===== config.mk =====
export PLATFORM = sky130hd
export DESIGN_NAME = fsd_delay_unit
export DESIGN_NICKNAME = d
export VERILOG_FILES = /design/src/rtl/fsd_pkg.sv /design/src/rtl/fsd_cfg_bank.sv /design/src/rtl/fsd_lane.sv /design/src/rtl/fsd_delay_unit.sv
export SDC_FILE = /design/constraint.sdc
export NUM_CORES = 1
export LEC_CHECK = 0
export BUFFER_PORTS_ARGS = -buffer_cell sky130_fd_sc_hd__buf_2
export CAP_MARGIN = 20
export CORE_UTILIZATION = 45
export DETAILED_ROUTE_END_ITERATION = 6
export PLACE_DENSITY = 0.68
export SYNTH_ARGS = -nofsm -noshare
export SYNTH_HDL_FRONTEND = slang
export SYNTH_HIERARCHICAL = 1
export SYNTH_SLANG_ARGS = --single-unit

===== constraint.sdc =====
create_clock -name clk -period 3.17 [get_ports clk]
set_clock_uncertainty 0.1 [all_clocks]
set_input_delay 0 -clock clk [delete_from_list [all_inputs] [get_ports clk]]
set_output_delay 0 -clock clk [all_outputs]
set_load 0.05 [all_outputs]

===== src/rtl/fsd_pkg.sv =====
package fsd_pkg;

   localparam int unsigned FSD_CODE_W    = 2;
   localparam int unsigned FSD_MAX_PULSE = 16;
   localparam int unsigned FSD_PCNT_W    = $clog2(FSD_MAX_PULSE);

   typedef logic [FSD_CODE_W-1:0] fsd_code_t;
   typedef logic [FSD_PCNT_W-1:0] fsd_pcnt_t;

   typedef enum logic [FSD_CODE_W-1:0] {
      PW_ONE     = 2'b00,
      PW_TWO     = 2'b01,
      PW_EIGHT   = 2'b10,
      PW_SIXTEEN = 2'b11
   } fsd_pw_e;

   // Remaining high cycles after the first one: width minus one.
   function automatic fsd_pcnt_t fsd_pulse_extra(fsd_code_t code);
      fsd_pcnt_t r;
      case (fsd_pw_e'(code))
         PW_ONE:     r = fsd_pcnt_t'(0);
         PW_TWO:     r = fsd_pcnt_t'(1);
         PW_EIGHT:   r = fsd_pcnt_t'(7);
         default:    r = fsd_pcnt_t'(FSD_MAX_PULSE - 1);
      endcase
      return r;
   endfunction

endpackage


===== src/rtl/fsd_cfg_bank.sv =====
module fsd_cfg_bank
   import fsd_pkg::*;
#(
   parameter int unsigned NUM_PORTS = 4,
   parameter int unsigned REG_W     = 16,
   parameter int unsigned DELAY_W   = 10,
   parameter int unsigned SEL_W     = 2
) (
   input  logic                            clk,
   input  logic                            rst_n,
   input  logic                            sw_clear,
   input  logic [SEL_W-1:0]                sel,
   input  logic                            wr,
   input  logic [REG_W-1:0]                wdata,
   output logic [REG_W-1:0]                rdata,
   output logic [NUM_PORTS*DELAY_W-1:0]    delay_o,
   output logic [NUM_PORTS*FSD_CODE_W-1:0] code_o
);

   localparam int unsigned CODE_LSB = REG_W - FSD_CODE_W;
   localparam logic [REG_W-1:0] DLY_MASK  = REG_W'((1 << DELAY_W) - 1);
   localparam logic [REG_W-1:0] CODE_MASK = REG_W'((1 << FSD_CODE_W) - 1) << CODE_LSB;
   localparam logic [REG_W-1:0] KEEP_MASK = DLY_MASK | CODE_MASK;

   initial begin
      assert_fields_fit_R2: assert (DELAY_W + FSD_CODE_W <= REG_W)
         else $error("delay and width fields overlap in a %0d-bit word", REG_W);
      assert_sel_width_R1: assert ((1 << SEL_W) >= NUM_PORTS)
         else $error("port select too narrow");
   end

   logic [REG_W-1:0] cfg_q [NUM_PORTS];

   for (genvar g = 0; g < NUM_PORTS; g++) begin : g_word
      logic hit;
      assign hit = wr && (sel == SEL_W'(g));

      always_ff @(posedge clk or negedge rst_n) begin
         if (!rst_n) begin
            cfg_q[g] <= '0;
         end else if (sw_clear) begin
            cfg_q[g] <= '0;
         end else if (hit) begin
            cfg_q[g] <= wdata & KEEP_MASK;
         end
      end

      assign delay_o[g*DELAY_W +: DELAY_W]       = cfg_q[g][DELAY_W-1:0];
      assign code_o[g*FSD_CODE_W +: FSD_CODE_W]  = cfg_q[g][REG_W-1 -: FSD_CODE_W];

      assert_clear_R3: assert property (@(posedge clk) disable iff (!rst_n)
         sw_clear |=> (cfg_q[g] == '0));
   end

   if (NUM_PORTS == (1 << SEL_W)) begin : g_rd_full
      assign rdata = cfg_q[sel];
   end else begin : g_rd_guard
      always_comb begin
         rdata = '0;
         for (int i = 0; i < NUM_PORTS; i++) begin
            if (sel == SEL_W'(i)) rdata = cfg_q[i];
         end
      end
   end

   assert_write_store_R1: assert property (@(posedge clk) disable iff (!rst_n)
      (wr && !sw_clear && (int'(sel) < NUM_PORTS))
      |=> (cfg_q[$past(sel)] == ($past(wdata) & KEEP_MASK)));

   assert_rsvd_zero_R2: assert property (@(posedge clk) disable iff (!rst_n)
      (rdata & ~KEEP_MASK) == '0);

endmodule


===== src/rtl/fsd_lane.sv =====
module fsd_lane
   import fsd_pkg::*;
#(
   parameter int unsigned DELAY_W     = 10,
   parameter int unsigned SYNC_STAGES = 0
) (
   input  logic               clk,
   input  logic               rst_n,
   input  logic [DELAY_W-1:0] delay_i,
   input  fsd_code_t          code_i,
   input  logic               fs_i,
   output logic               fs_o
);

   logic fs_s;

   if (SYNC_STAGES == 0) begin : g_direct
      assign fs_s = fs_i;
   end else begin : g_sync
      logic [SYNC_STAGES-1:0] sr_q;
      always_ff @(posedge clk or negedge rst_n) begin
         if (!rst_n) begin
            sr_q <= '0;
         end else begin
            sr_q[0] <= fs_i;
            for (int i = 1; i < SYNC_STAGES; i++) sr_q[i] <= sr_q[i-1];
         end
      end
      assign fs_s = sr_q[SYNC_STAGES-1];
   end

   logic               fs_q;
   logic [DELAY_W-1:0] cnt_q;
   logic               pulse_q;
   fsd_pcnt_t          pcnt_q;

   logic bypass, rise, expire;

   assign bypass = (delay_i == '0);
   assign rise   = fs_s & ~fs_q;
   assign expire = (cnt_q == DELAY_W'(1)) & ~rise;

   always_ff @(posedge clk or negedge rst_n) begin
      if (!rst_n) begin
         fs_q <= 1'b0;
      end else begin
         fs_q <= fs_s;
      end
   end

   always_ff @(posedge clk or negedge rst_n) begin
      if (!rst_n) begin
         cnt_q <= '0;
      end else if (bypass) begin
         cnt_q <= '0;
      end else if (rise) begin
         cnt_q <= delay_i;
      end else if (cnt_q != '0) begin
         cnt_q <= cnt_q - DELAY_W'(1);
      end
   end

   always_ff @(posedge clk or negedge rst_n) begin
      if (!rst_n) begin
         pulse_q <= 1'b0;
         pcnt_q  <= '0;
      end else if (bypass) begin
         pulse_q <= 1'b0;
         pcnt_q  <= '0;
      end else if (expire) begin
         pulse_q <= 1'b1;
         pcnt_q  <= fsd_pulse_extra(code_i);
      end else if (pulse_q) begin
         if (pcnt_q == '0) pulse_q <= 1'b0;
         else              pcnt_q  <= pcnt_q - 1'b1;
      end
   end

   assign fs_o = bypass ? fs_i : pulse_q;

   assert_reload_on_edge_R7: assert property (@(posedge clk) disable iff (!rst_n)
      (rise && !bypass) |=> (cnt_q == $past(delay_i)));

   assert_fire_on_expiry_R4: assert property (@(posedge clk) disable iff (!rst_n)
      $rose(pulse_q) |-> ($past(cnt_q) == DELAY_W'(1)));

   assert_width_done_R5: assert property (@(posedge clk) disable iff (!rst_n)
      ($fell(pulse_q) && !$past(bypass)) |-> ($past(pcnt_q) == '0));

endmodule


===== src/rtl/fsd_delay_unit.sv =====
module fsd_delay_unit
   import fsd_pkg::*;
#(
   parameter int unsigned NUM_PORTS   = 4,
   parameter int unsigned REG_W       = 16,
   parameter int unsigned DELAY_W     = 10,
   parameter int unsigned SYNC_STAGES = 0
) (
   input  logic                         clk,
   input  logic                         rst_n,
   input  logic                         sw_clear,
   input  logic [NUM_PORTS-1:0]         fs_in,
   output logic [NUM_PORTS-1:0]         fs_out,
   input  logic [$clog2(NUM_PORTS)-1:0] reg_sel,
   input  logic                         reg_wr,
   input  logic [REG_W-1:0]             reg_wdata,
   output logic [REG_W-1:0]             reg_rdata
);

   localparam int unsigned SEL_W = $clog2(NUM_PORTS);

   initial begin
      assert_port_count_R1: assert (NUM_PORTS >= 2)
         else $error("at least two ports are needed");
      assert_delay_width_R9: assert (DELAY_W >= 1 && DELAY_W <= 16)
         else $error("delay field width out of range");
   end

   logic [NUM_PORTS*DELAY_W-1:0]    delay_all;
   logic [NUM_PORTS*FSD_CODE_W-1:0] code_all;

   fsd_cfg_bank #(
      .NUM_PORTS (NUM_PORTS),
      .REG_W     (REG_W),
      .DELAY_W   (DELAY_W),
      .SEL_W     (SEL_W)
   ) u_cfg (
      .clk      (clk),
      .rst_n    (rst_n),
      .sw_clear (sw_clear),
      .sel      (reg_sel),
      .wr       (reg_wr),
      .wdata    (reg_wdata),
      .rdata    (reg_rdata),
      .delay_o  (delay_all),
      .code_o   (code_all)
   );

   for (genvar p = 0; p < NUM_PORTS; p++) begin : g_lane
      fsd_lane #(
         .DELAY_W     (DELAY_W),
         .SYNC_STAGES (SYNC_STAGES)
      ) u_lane (
         .clk     (clk),
         .rst_n   (rst_n),
         .delay_i (delay_all[p*DELAY_W +: DELAY_W]),
         .code_i  (code_all[p*FSD_CODE_W +: FSD_CODE_W]),
         .fs_i    (fs_in[p]),
         .fs_o    (fs_out[p])
      );
   end

endmodule


==> summary.txt <==
WL final = 14,470 um
Worst Setup SP = u_cfg/delay_o[33]$_DFFE_PN0P_
Post-CTS setup buffer count = 0
Tightest Pin Transition = 0.7903 ns
IO Port Bufs = 37
Hold_buf cts = 17
CTS tree = built
Die span in y = 121.8 um
Largest net degree at the start of global routing = 63
Final worst setup slack = 0.5995 ns
Initial drt markers = 407
Setup TNS = 0 ns
Final hold violation count = 0
Cell Area, Synth = 6460 um2
Routability cong. = 0.8846
Post-CTS Resized = 0
Lkg Pwr = 3.226 nW
Status = finished clean
Tot Pwr = 5.103 mW
HP Start = reg_wr
DP Cell Count = 797
Worst r2r src = g_lane[1].u_lane/cnt_q[0]$_DFFE_PN0P_
Syn. warnings = 6
Period minus WS final = 2.571 ns
Yosys reg bits = 112
Site Rows = 43
Starting Density = 46.36%
Highest clock rate = 389.0 MHz
Via density per instance = 5.615
Synthesized area per cell = 10.64 um2
Clock group share of total power = 20.2%
CTS buffer count = 9
Share of post-route cells with drive strength above 1 = 14.18%
Multi-input gate area = 3402 um2
Power Internal = 3.150 mW
Grt ovf = 0
Seq pwr share = 40.9%
Post-synthesis xor/xnor area fraction = 4.339%
Fillcell total = 1,239
Post-synthesis mux area share = 13.64%
Peak VDD IR = 0.0003379 V
Synth Area in Simple Gates = 21.52%
Drt wl/cell = 17.45 um
RSZ-0062 raised after global routing = no
First-pass GRT wire length = 23,960 um
Cells after Synth = 607
Adder-Cell Fraction of Synth Area = 3.099%
Endpoints failing setup = 0
Final core occ = 51.19%
Horiz. Die Dim = 121.8 um
Clk buf depth = 2
# DRC = 0
Layout area overhead = 10.42%
Ys flop type = dfrtp_1
Post-Layout Cell Count = 829
Slew Viols, Final = 0
Core area = 13,930 um2
Crit path launch type = flop
DP HPWL = 10,500 um
Yosys cell types = 39
Critical Path RT = 3.07 ns
Rel. slew slack = 47.16%
Antenna cells = 0
Logic pwr share = 38.9%
Initial antenna violation count = 0
Sequential fraction of the synthesis area = 43.39%
Compound-gate portion of the synthesized area = 9.839%
Worst-path maximum fanout = 9
Placed cell area = 6708 um2
Nets@finish = 687
Max_cap viols = 0
WHS = 0.1477 ns
Total GRT Usage = 21.04%
Net switching power = 1.953 mW
H-tree depth = 3
CTS root buf = clkbuf_16
Total number of vias = 4,655
Die area = 14,840 um2
Ports = 46
First-pass DRT Iterations = 4
Final instance area = 7133 um2
Clock Sinks = 112
Crit path kind = reg -> out
Final period util = 81.09%
ANT nets after route = 0
Clock transition at the registers of the reported paths = 0.07 ns
Setup Slack @ Placement = 0.9179 ns
Arr. time, crit path = 2.47 ns
Switch share = 38.27%
Seq. cell area = 2803 um2
Asr flop ratio synth = 100.0%
Worst Hold Class = in -> reg
Crit end category = output port
Clk_lat worst skew = 0.35 ns
Main combinational cell family by area after synthesis = simple AND/OR/NAND/NOR gates
EDFF count, synth = 0
Cell area power density = 715.4 nW/um2
Vias in the first global route = 4,675
[Yosys cell counts (5+ instances only)]
cell / number / area (um2)
buf_4: 5 / 37.54
nor3b_1: 12 / 90.09
or4_1: 7 / 52.55
xor2_1: 8 / 70.07
nand2b_1: 72 / 450.4
inv_1: 20 / 75.07
a211oi_1: 48 / 360.4
a21oi_1: 20 / 100.1
nor3_1: 7 / 35.03
mux2_2: 8 / 90.09
mux4_2: 12 / 270.3
buf_6: 6 / 67.56
clkbuf_1: 15 / 56.30
nor2_1: 69 / 259.0
dfrtp_1: 112 / 2803
o211ai_1: 8 / 60.06
nand2_1: 12 / 45.04
buf_2: 6 / 30.03
or4_4: 8 / 90.09
xnor2_1: 24 / 210.2
nand3_1: 5 / 25.02
mux2i_1: 52 / 520.5
ha_1: 16 / 200.2
nand4_1: 8 / 50.05
[layout by cell type (no fill, tap or decap), types with 4 or more instances in the layout]
cell type        n
a211oi_1        48
a21oi_1         20
a311oi_1         4
buf_2           36
clkbuf_16        9
conb_1           4
dfrtp_1        112
dlygate4sd3_1   17
ha_1            16
inv_1           20
mux2_2           8
mux2i_1         52
mux4_2          12
nand2_1         12
nand2b_1        72
nand3_1          5
nand4_1          8
nor2_1          69
nor2b_1          4
nor3_1           7
nor3b_1         12
nor4_1           4
nor4_2           4
nor4_4           4
nor4b_1          4
o211ai_1         8
o21a_1           4
o21ai_0          4
o31ai_1          4
or2_2            4
or4_1            7
or4_4            8
xnor2_1         24
xor2_1           8
[per-layer routing]
metal  vias up  routed length, um  track usage (%)  share of wire (%)
met5         -                  0                0                  0
met4         0                351            8.410                2.4
met3        24                504            2.903                3.5
met2        89               7111            34.46                 49
met1      2297               6502            28.07                 45
li1       2245                  -                -                  -
[area by class of cell]
cell class	count	share of cell area (%)
multi-input cells	446	47.69
flip-flops and latches	112	39.29
repair buffers	56	5.227
clock buffers	11	3.263
well taps	180	3.157
inverters	20	1.052
clock inverters	4	0.3157
[cell families after synthesis]
group	Yosys count
XOR/XNOR	32
other	1
adder cells (fa/ha/maj)	16
buffers and inverters	52
flip-flops	112
AO/OA/AOI/OAI	92
multiplexers	72
AND/OR/NAND/NOR	230
[power by group through the flow]
stage | Sequential, mW | Clock [mW] | Combinational, mW
floorplan | 2.01 | 0 | 1.66
global placement | 2.07 | 0 | 1.88
detailed placement | 2.10 | 0 | 1.94
CTS | 2.08 | 1.06 | 1.98
global route | 2.13 | 1.11 | 2.20
finish | 2.08 | 1.03 | 1.99
[path summary, 6_finish.rpt]
| path | end | slack (ns) | cells after the start |
|---|---|---|---|
| min in group asynchronous | g_lane[0].u_lane/cnt_q[5]$_DFFE_PN0P_ | 0.17 | 2 |
| worst min-delay path | u_cfg/delay_o[17]$_DFFE_PN0P_ | 0.15 | 3 |
| worst max register to register | g_lane[1].u_lane/cnt_q[4]$_DFFE_PN0P_ | 0.89 | 6 |
| worst max-delay path | fs_out[3] | 0.60 | 4 |
| worst min register to register | u_cfg/delay_o[14]$_DFFE_PN0P_ | 0.49 | 2 |
| max in group asynchronous | g_lane[3].u_lane/cnt_q[0]$_DFFE_PN0P_ | 1.91 | 3 |
[state kept, by name (all words and copies together), names as in the netlist]
register / count
g_lane.u_lane/fs_q: 4
g_lane.u_lane/pcnt_q: 16
g_lane.u_lane/pulse_q: 4
u_cfg/code_o: 8
u_cfg/delay_o: 40
g_lane.u_lane/cnt_q: 40
[worst max-delay path, stage by stage, from the launching register on]
cell	delay [ns]
dfrtp_1	0.43
or4_4	0.56
nor4_4	0.52
mux2_2	0.40
buf_2	0.21
(Power assumes the default switching activity.)
